### config.mk
export PLATFORM = sky130hd
export DESIGN_NAME = route_irq_ctrl
export DESIGN_NICKNAME = d
export VERILOG_FILES = /design/src/rtl/rlic_pkg.sv /design/src/rtl/rlic_sync.sv /design/src/rtl/rlic_trig.sv /design/src/rtl/rlic_route.sv /design/src/rtl/route_irq_ctrl.sv
export SDC_FILE = /design/constraint.sdc
export NUM_CORES = 1
export LEC_CHECK = 0
export ABC_CLOCK_PERIOD_IN_PS = 2300
export CAP_MARGIN = 10
export CORE_UTILIZATION = 35
export CTS_CLUSTER_DIAMETER = 150
export DETAILED_ROUTE_END_ITERATION = 8
export PLACE_DENSITY = 0.51
export SYNTH_ARGS = -nofsm -noshare
export SYNTH_HDL_FRONTEND = slang
export SYNTH_SLANG_ARGS = --single-unit
### constraint.sdc
create_clock -name clk_i -period 2.3 [get_ports clk_i]
set_input_delay 0.46 -clock clk_i [delete_from_list [all_inputs] [get_ports clk_i]]
set_output_delay 0.46 -clock clk_i [all_outputs]
set_load 0.05 [all_outputs]
### src/rtl/rlic_pkg.sv
package rlic_pkg;
  localparam logic [7:0] OFF_EN   = 8'h24;
  localparam logic [7:0] OFF_SET  = 8'h28;
  localparam logic [7:0] OFF_CLR  = 8'h2C;
  localparam logic [7:0] OFF_POL  = 8'h30;
  localparam logic [7:0] OFF_EDGE = 8'h34;
  localparam logic [7:0] OFF_STAT = 8'h40;
  localparam logic [3:0] CORE_HI  = 4'h5;

  // encoded as {edge, pol}
  typedef enum logic [1:0] {
    TRIG_LVL_LO = 2'b00,
    TRIG_LVL_HI = 2'b01,
    TRIG_FALL   = 2'b10,
    TRIG_RISE   = 2'b11
  } trig_e;
endpackage

### src/rtl/rlic_sync.sv
module rlic_sync #(
  parameter int unsigned W = 32
) (
  input  logic         clk_i,
  input  logic         rst_ni,
  input  logic [W-1:0] d_i,
  output logic [W-1:0] q_o
);
  logic [W-1:0] s1_q, s2_q;

  always_ff @(posedge clk_i or negedge rst_ni) begin
    if (!rst_ni) begin
      s1_q <= '0;
      s2_q <= '0;
    end else begin
      s1_q <= d_i;
      s2_q <= s1_q;
    end
  end

  assign q_o = s2_q;
endmodule

### src/rtl/rlic_trig.sv
module rlic_trig import rlic_pkg::*; #(
  parameter int unsigned NSRC = 32
) (
  input  logic            clk_i,
  input  logic            rst_ni,
  input  logic [NSRC-1:0] s_i,
  input  logic [NSRC-1:0] pol_i,
  input  logic [NSRC-1:0] edge_i,
  input  logic [NSRC-1:0] clr_i,
  output logic [NSRC-1:0] pend_o
);
  for (genvar i = 0; i < NSRC; i++) begin : g_src
    trig_e mode;
    logic  prev_q, hit_q, det, lvl;

    assign mode = trig_e'({edge_i[i], pol_i[i]});

    always_comb begin
      det = 1'b0;
      lvl = 1'b0;
      unique case (mode)
        TRIG_LVL_LO: lvl = ~s_i[i];
        TRIG_LVL_HI: lvl = s_i[i];
        TRIG_FALL:   det = prev_q & ~s_i[i];
        TRIG_RISE:   det = ~prev_q & s_i[i];
        default:     lvl = 1'b0;
      endcase
    end

    always_ff @(posedge clk_i or negedge rst_ni) begin
      if (!rst_ni) begin
        prev_q <= 1'b0;
        hit_q  <= 1'b0;
      end else begin
        prev_q <= s_i[i];
        // clear wins over a same-cycle edge; leaving edge mode drops the flag
        if (clr_i[i] || !edge_i[i]) hit_q <= 1'b0;
        else if (det)               hit_q <= 1'b1;
      end
    end

    assign pend_o[i] = edge_i[i] ? hit_q : lvl;
  end
endmodule

### src/rtl/rlic_route.sv
module rlic_route #(
  parameter int unsigned NSRC  = 32,
  parameter int unsigned NPAR  = 4,
  parameter int unsigned NCORE = 4
) (
  input  logic [NSRC-1:0][NPAR+NCORE-1:0] route_i,
  input  logic [NSRC-1:0]                 act_i,
  output logic [NPAR-1:0]                 par_o,
  output logic [NCORE-1:0][NSRC-1:0]      core_o
);
  for (genvar n = 0; n < NPAR; n++) begin : g_par
    logic [NSRC-1:0] sel;
    for (genvar s = 0; s < NSRC; s++) begin : g_s
      assign sel[s] = route_i[s][NCORE+n];
    end
    assign par_o[n] = |(sel & act_i);
  end

  for (genvar c = 0; c < NCORE; c++) begin : g_core
    for (genvar s = 0; s < NSRC; s++) begin : g_s
      assign core_o[c][s] = act_i[s] & route_i[s][c];
    end
  end
endmodule

### src/rtl/route_irq_ctrl.sv
module route_irq_ctrl import rlic_pkg::*; #(
  parameter int unsigned NSRC  = 32,
  parameter int unsigned NPAR  = 4,
  parameter int unsigned NCORE = 4
) (
  input  logic            clk_i,
  input  logic            rst_ni,
  input  logic            req_i,
  input  logic            we_i,
  input  logic [7:0]      addr_i,
  input  logic [31:0]     wdata_i,
  input  logic [3:0]      be_i,
  output logic [31:0]     rdata_o,
  input  logic [NSRC-1:0] src_i,
  output logic [NPAR-1:0] parent_irq_o
);
  localparam int unsigned RW = NPAR + NCORE;

  logic [NSRC-1:0][RW-1:0]    route_q;
  logic [NSRC-1:0]            en_q, pol_q, edge_q;
  logic [NSRC-1:0]            s_sync, pend, status, set_vec, clr_vec;
  logic [NCORE-1:0][NSRC-1:0] core_view;
  logic [NPAR-1:0]            par_d, par_q;
  logic [7:0][31:0]           route_word;
  logic                       wr;

  assign wr      = req_i & we_i;
  assign set_vec = (wr && addr_i == OFF_SET) ? wdata_i[NSRC-1:0] : '0;
  assign clr_vec = (wr && addr_i == OFF_CLR) ? wdata_i[NSRC-1:0] : '0;

  rlic_sync #(.W(NSRC)) u_sync (
    .clk_i (clk_i),
    .rst_ni(rst_ni),
    .d_i   (src_i),
    .q_o   (s_sync)
  );

  rlic_trig #(.NSRC(NSRC)) u_trig (
    .clk_i (clk_i),
    .rst_ni(rst_ni),
    .s_i   (s_sync),
    .pol_i (pol_q),
    .edge_i(edge_q),
    .clr_i (clr_vec),
    .pend_o(pend)
  );

  assign status = pend & en_q;

  rlic_route #(.NSRC(NSRC), .NPAR(NPAR), .NCORE(NCORE)) u_route (
    .route_i(route_q),
    .act_i  (status),
    .par_o  (par_d),
    .core_o (core_view)
  );

  always_ff @(posedge clk_i or negedge rst_ni) begin
    if (!rst_ni) begin
      en_q    <= '0;
      pol_q   <= '0;
      edge_q  <= '0;
      par_q   <= '0;
      route_q <= '0;
    end else begin
      en_q  <= (en_q | set_vec) & ~clr_vec;
      par_q <= par_d;
      if (wr && addr_i == OFF_POL)  pol_q  <= wdata_i[NSRC-1:0];
      if (wr && addr_i == OFF_EDGE) edge_q <= wdata_i[NSRC-1:0];
      for (int i = 0; i < NSRC; i++) begin
        if (wr && addr_i[7:5] == 3'd0 && addr_i[4:2] == 3'(i / 4) && be_i[i % 4])
          route_q[i] <= wdata_i[8*(i%4) +: RW];
      end
    end
  end

  assign parent_irq_o = par_q;

  for (genvar w = 0; w < 8; w++) begin : g_rw
    for (genvar j = 0; j < 4; j++) begin : g_lane
      if (w * 4 + j < NSRC) begin : g_on
        assign route_word[w][8*j +: 8] = 8'(route_q[w*4+j]);
      end else begin : g_off
        assign route_word[w][8*j +: 8] = 8'h00;
      end
    end
  end

  always_comb begin
    rdata_o = '0;
    if (addr_i[7:5] == 3'd0) begin
      rdata_o = route_word[addr_i[4:2]];
    end else if (addr_i[7:4] == CORE_HI && addr_i[1:0] == 2'b00) begin
      if (int'(addr_i[3:2]) < NCORE) rdata_o = 32'(core_view[addr_i[3:2]]);
    end else begin
      unique case (addr_i)
        OFF_EN:   rdata_o = 32'(en_q);
        OFF_POL:  rdata_o = 32'(pol_q);
        OFF_EDGE: rdata_o = 32'(edge_q);
        OFF_STAT: rdata_o = 32'(status);
        default:  rdata_o = '0;
      endcase
    end
  end
endmodule

==> results.txt <==
YS warnings: 0
Via Count: 20800
Critical path launch point type: flop
M1 wire length: 46300 um
Synth unique cells: 62
Io pins: 116
P_leak: 0.0159 uW
Slew Viols, Final: 0
Netlist Area Pre-Place: 24100 sq um
Peak supply drop: 0.515 mV
Mapped Cells: 1985
Final period util: 122%
Fillcell total: 5776
Final WS setup: -0.514 ns
DR WL met2: 50900 um
Critical path depth: 7
Remaining Overflow, GRT: 0
Tot Pwr: 21100 uW
Htree depth: 2
Layout Nets: 2693
CP bufs+invs: 2
Vias in the first global route: 21100
Hold Vio Cnt, Final: 0
DR WL met3: 7580 um
Worst hold slack: 0.272 ns
Post-DRT Antenna Nets: 0
Top post-synthesis cells by area: dfrtp_1 50%, mux2_2 15%, mux4_2 9.0%, a21oi_1 2.7%, nand4_1 2.5%
Row cnt: 95
Core area: 67600 sq um
Clk sinks: 484
Clock buffer depth: 3
GRT Util Overall: 31.4%
Die width: 265 um
Largest net degree at the start of global routing: 70
Min cycle time layout: 2.81 ns
Unrepaired setup endpoints after global routing: true
DRT iter0 DRCs: 1842
CTS Buf Count: 56
Flops & latches, synth: 484
Slew at the pin with the worst max-slew slack: 1.19 ns
Kind of critical path: flop to output pin
Multi-input logic area: 13300 sq um
Worst Setup SP: pol_q[14]
EDFF count, synth: 0
CP delay by family, top: compound AO/OA/AOI/OAI gates
Die ar.: 70000 sq um
Failing checks: negative setup slack
Via-to-Cell Ratio: 5.89
Fmax: 355 MHz
Slowest cell on the critical path: dfrtp_1
Setup Skew: 0.0168 ns
Chip Height: 265 um
CP cell instances: xor2_2 -> buf_4 -> or3b_4 -> a21oi_2 -> a211oi_2 -> o22ai_4 -> buf_12
Main synth FF type: dfrtp_1
Syn-to-layout area delta: 46.7%
GP Congestion: 1.02
Clk_lat worst skew: 0.63 ns
DP HPWL: 83900 um
Status: finished, violations left
R2R setup slack: -0.07 ns
Cell taking the most area after synthesis: dfrtp_1
Syn nets: 2065
Worst Path Arrival: 2.35 ns
Worst path max stage delay: 0.40 ns
Reg2reg start: pol_q[0]
Cell area power density: 595 nW/um^2
Initial antenna violation count: 1
CP Data Required Time: 1.84 ns
WL final: 110000 um
Worst min path class: input pin to flop
Max transition margin: 19.6%
CTS root buffer: clkbuf_16
Post-route DRC: 0
Worst-path fanout max: 2
MaxCap Viol Count: 0
First-pass GRT wire length: 156000 um
Top cell type's share of synthesized area: 50.2%
Layout cell share with drive strength beyond 1: 52.4%
1st-pass router iterations: 5
CP Capture Point: rdata_o[14]
Syn_area_per_cell: 12.2 sq um
Register area: 12100 sq um
Final setup viols: 34
Starting Density: 35.7%
Ys async rst share: 100%
Post-synthesis sequential area ratio: 50.2%
Port Buffers: 115
Highest routed metal layer: met4
CTS tree: yes
Worst reg2reg path endpoint: parent_irq_o[3]
Clk slew on worst S/H paths: 0.06 ns
Wire length per cell: 31.1 um
CP Capture Type: output pin
FF-to-FF path depth: 7
==> worst register-to-register path, stage by stage, from the launching register on <==
cell and delay [ns]:
dfrtp_1 0.40, xor2_2 0.20, buf_4 0.16, nor4b_1 0.95, a2111oi_4 0.14, buf_4 0.21, nand4_1 0.08, or4_4 0.16
==> power by group <==
| group | internal (uW) | switching [uW] |
|---|---|---|
| registers | 8870 | 353 |
| clock network | 5720 | 3700 |
| logic | 1170 | 1250 |
==> repair_timing <==
action	4_1_cts	5_1_grt
pin swaps	104	90
setup endpoints to repair	204	36
hold buffers	1	0
buffers inserted	106	29
hold endpoints to repair	23	0
gates cloned	3	1
gates resized for setup	250	72
==> Yosys cell counts, types with 25 or more instances <==
master     instances
mux2_2           325
inv_1             31
nor2_1            62
mux2i_1           33
clkbuf_1         108
dfrtp_1          484
o21ai_0           91
nand4_1           96
mux4_2            96
o22ai_1           25
nand2_1          152
nand3_1           40
a21oi_1          131
o2111ai_1         25
==> worst min path at each step <==
| stage | start | endpoint | slack [ns] | cells after the start |
|---|---|---|---|---|
| final | src_i[30] | u_sync.s1_q[30] | 0.27 | 1 |
| after floorplan | rst_ni | edge_q[0] | 0.16 | 0 |
| after CTS | src_i[30] | u_sync.s1_q[30] | 0.25 | 1 |
| after global placement | u_sync.s1_q[5] | u_sync.q_o[5] | 0.33 | 0 |
| after global routing | src_i[30] | u_sync.s1_q[30] | 0.26 | 1 |
| after detailed placement | u_sync.s1_q[10] | u_sync.q_o[10] | 0.33 | 0 |
==> area by class of cell <==
cell class,count,area share (%)
inverters,31,0.329
repair buffers,698,19.3
multi-input cells,1342,37.5
well taps,873,3.09
diodes,4,0.0283
clock inverters,17,0.718
flip-flops and latches,484,34.3
clock buffers,85,4.78
==> per-layer routing <==
layer	GRT usage (%)	up-vias
li1	-	8851
met5	0	-
met3	5.74	198
met2	50.3	818
met1	42.0	10900
met4	12.9	0
==> flip-flops by register name, summed over array words and instances (netlist names) <==
register / cells
edge_q: 32
en_q: 32
parent_irq_o: 4
pol_q: 32
route_q: 256
u_sync.q_o: 32
u_sync.s1_q: 32
u_trig.g_src.hit_q: 32
u_trig.g_src.prev_q: 32
==> per-stage QoR <==
step / instance area [sq um] / TNS [ns] / instances / setup WS [ns] / utilization (%)
finish: 35400 / -11.51 / 3534 / -0.514 / 52.3
global route: 35400 / -13.31 / 3530 / -0.579 / 52.3
CTS: 34900 / -12.68 / 3509 / -0.580 / 51.5
detailed placement: 31000 / -245.80 / 3305 / -0.936 / 45.9
global placement: 31000 / -243.70 / 3305 / -0.952 / 45.9
floorplan: 24900 / -1.30 / 1985 / -0.0659 / -
==> placed cells by master, fill, tap and decap left out, types with 8 or more instances in the layout <==
cell type,n
clkdlybuf4s50_1,74
a221oi_4,13
o21ai_2,13
a21oi_4,10
buf_6,28
clkbuf_8,14
mux2i_1,13
clkbuf_16,59
nand4_1,96
xnor2_2,10
nand3_1,32
a22oi_1,12
nand2_1,145
xor2_2,12
nor2_1,58
a22o_1,10
buf_12,94
inv_1,31
mux2i_4,8
mux2_2,323
dfrtp_2,24
mux4_2,96
clkbuf_1,13
dfrtp_1,460
o2111ai_1,21
o22ai_4,23
buf_4,490
a21oi_1,100
o21ai_0,72
a21oi_2,21
mux2i_2,12
and3_1,18
==> kinds of logic after synthesis <==
logic type,Yosys count,synth area share (%)
DFF,484,50.2
buffers and inverters,159,2.54
xor gates and xnor gates,32,1.16
AOI/OAI and AO/OA,390,10.3
muxes,459,25.7
and+or+nand+nor,461,10.0
Power figures use the tool's default switching activity.
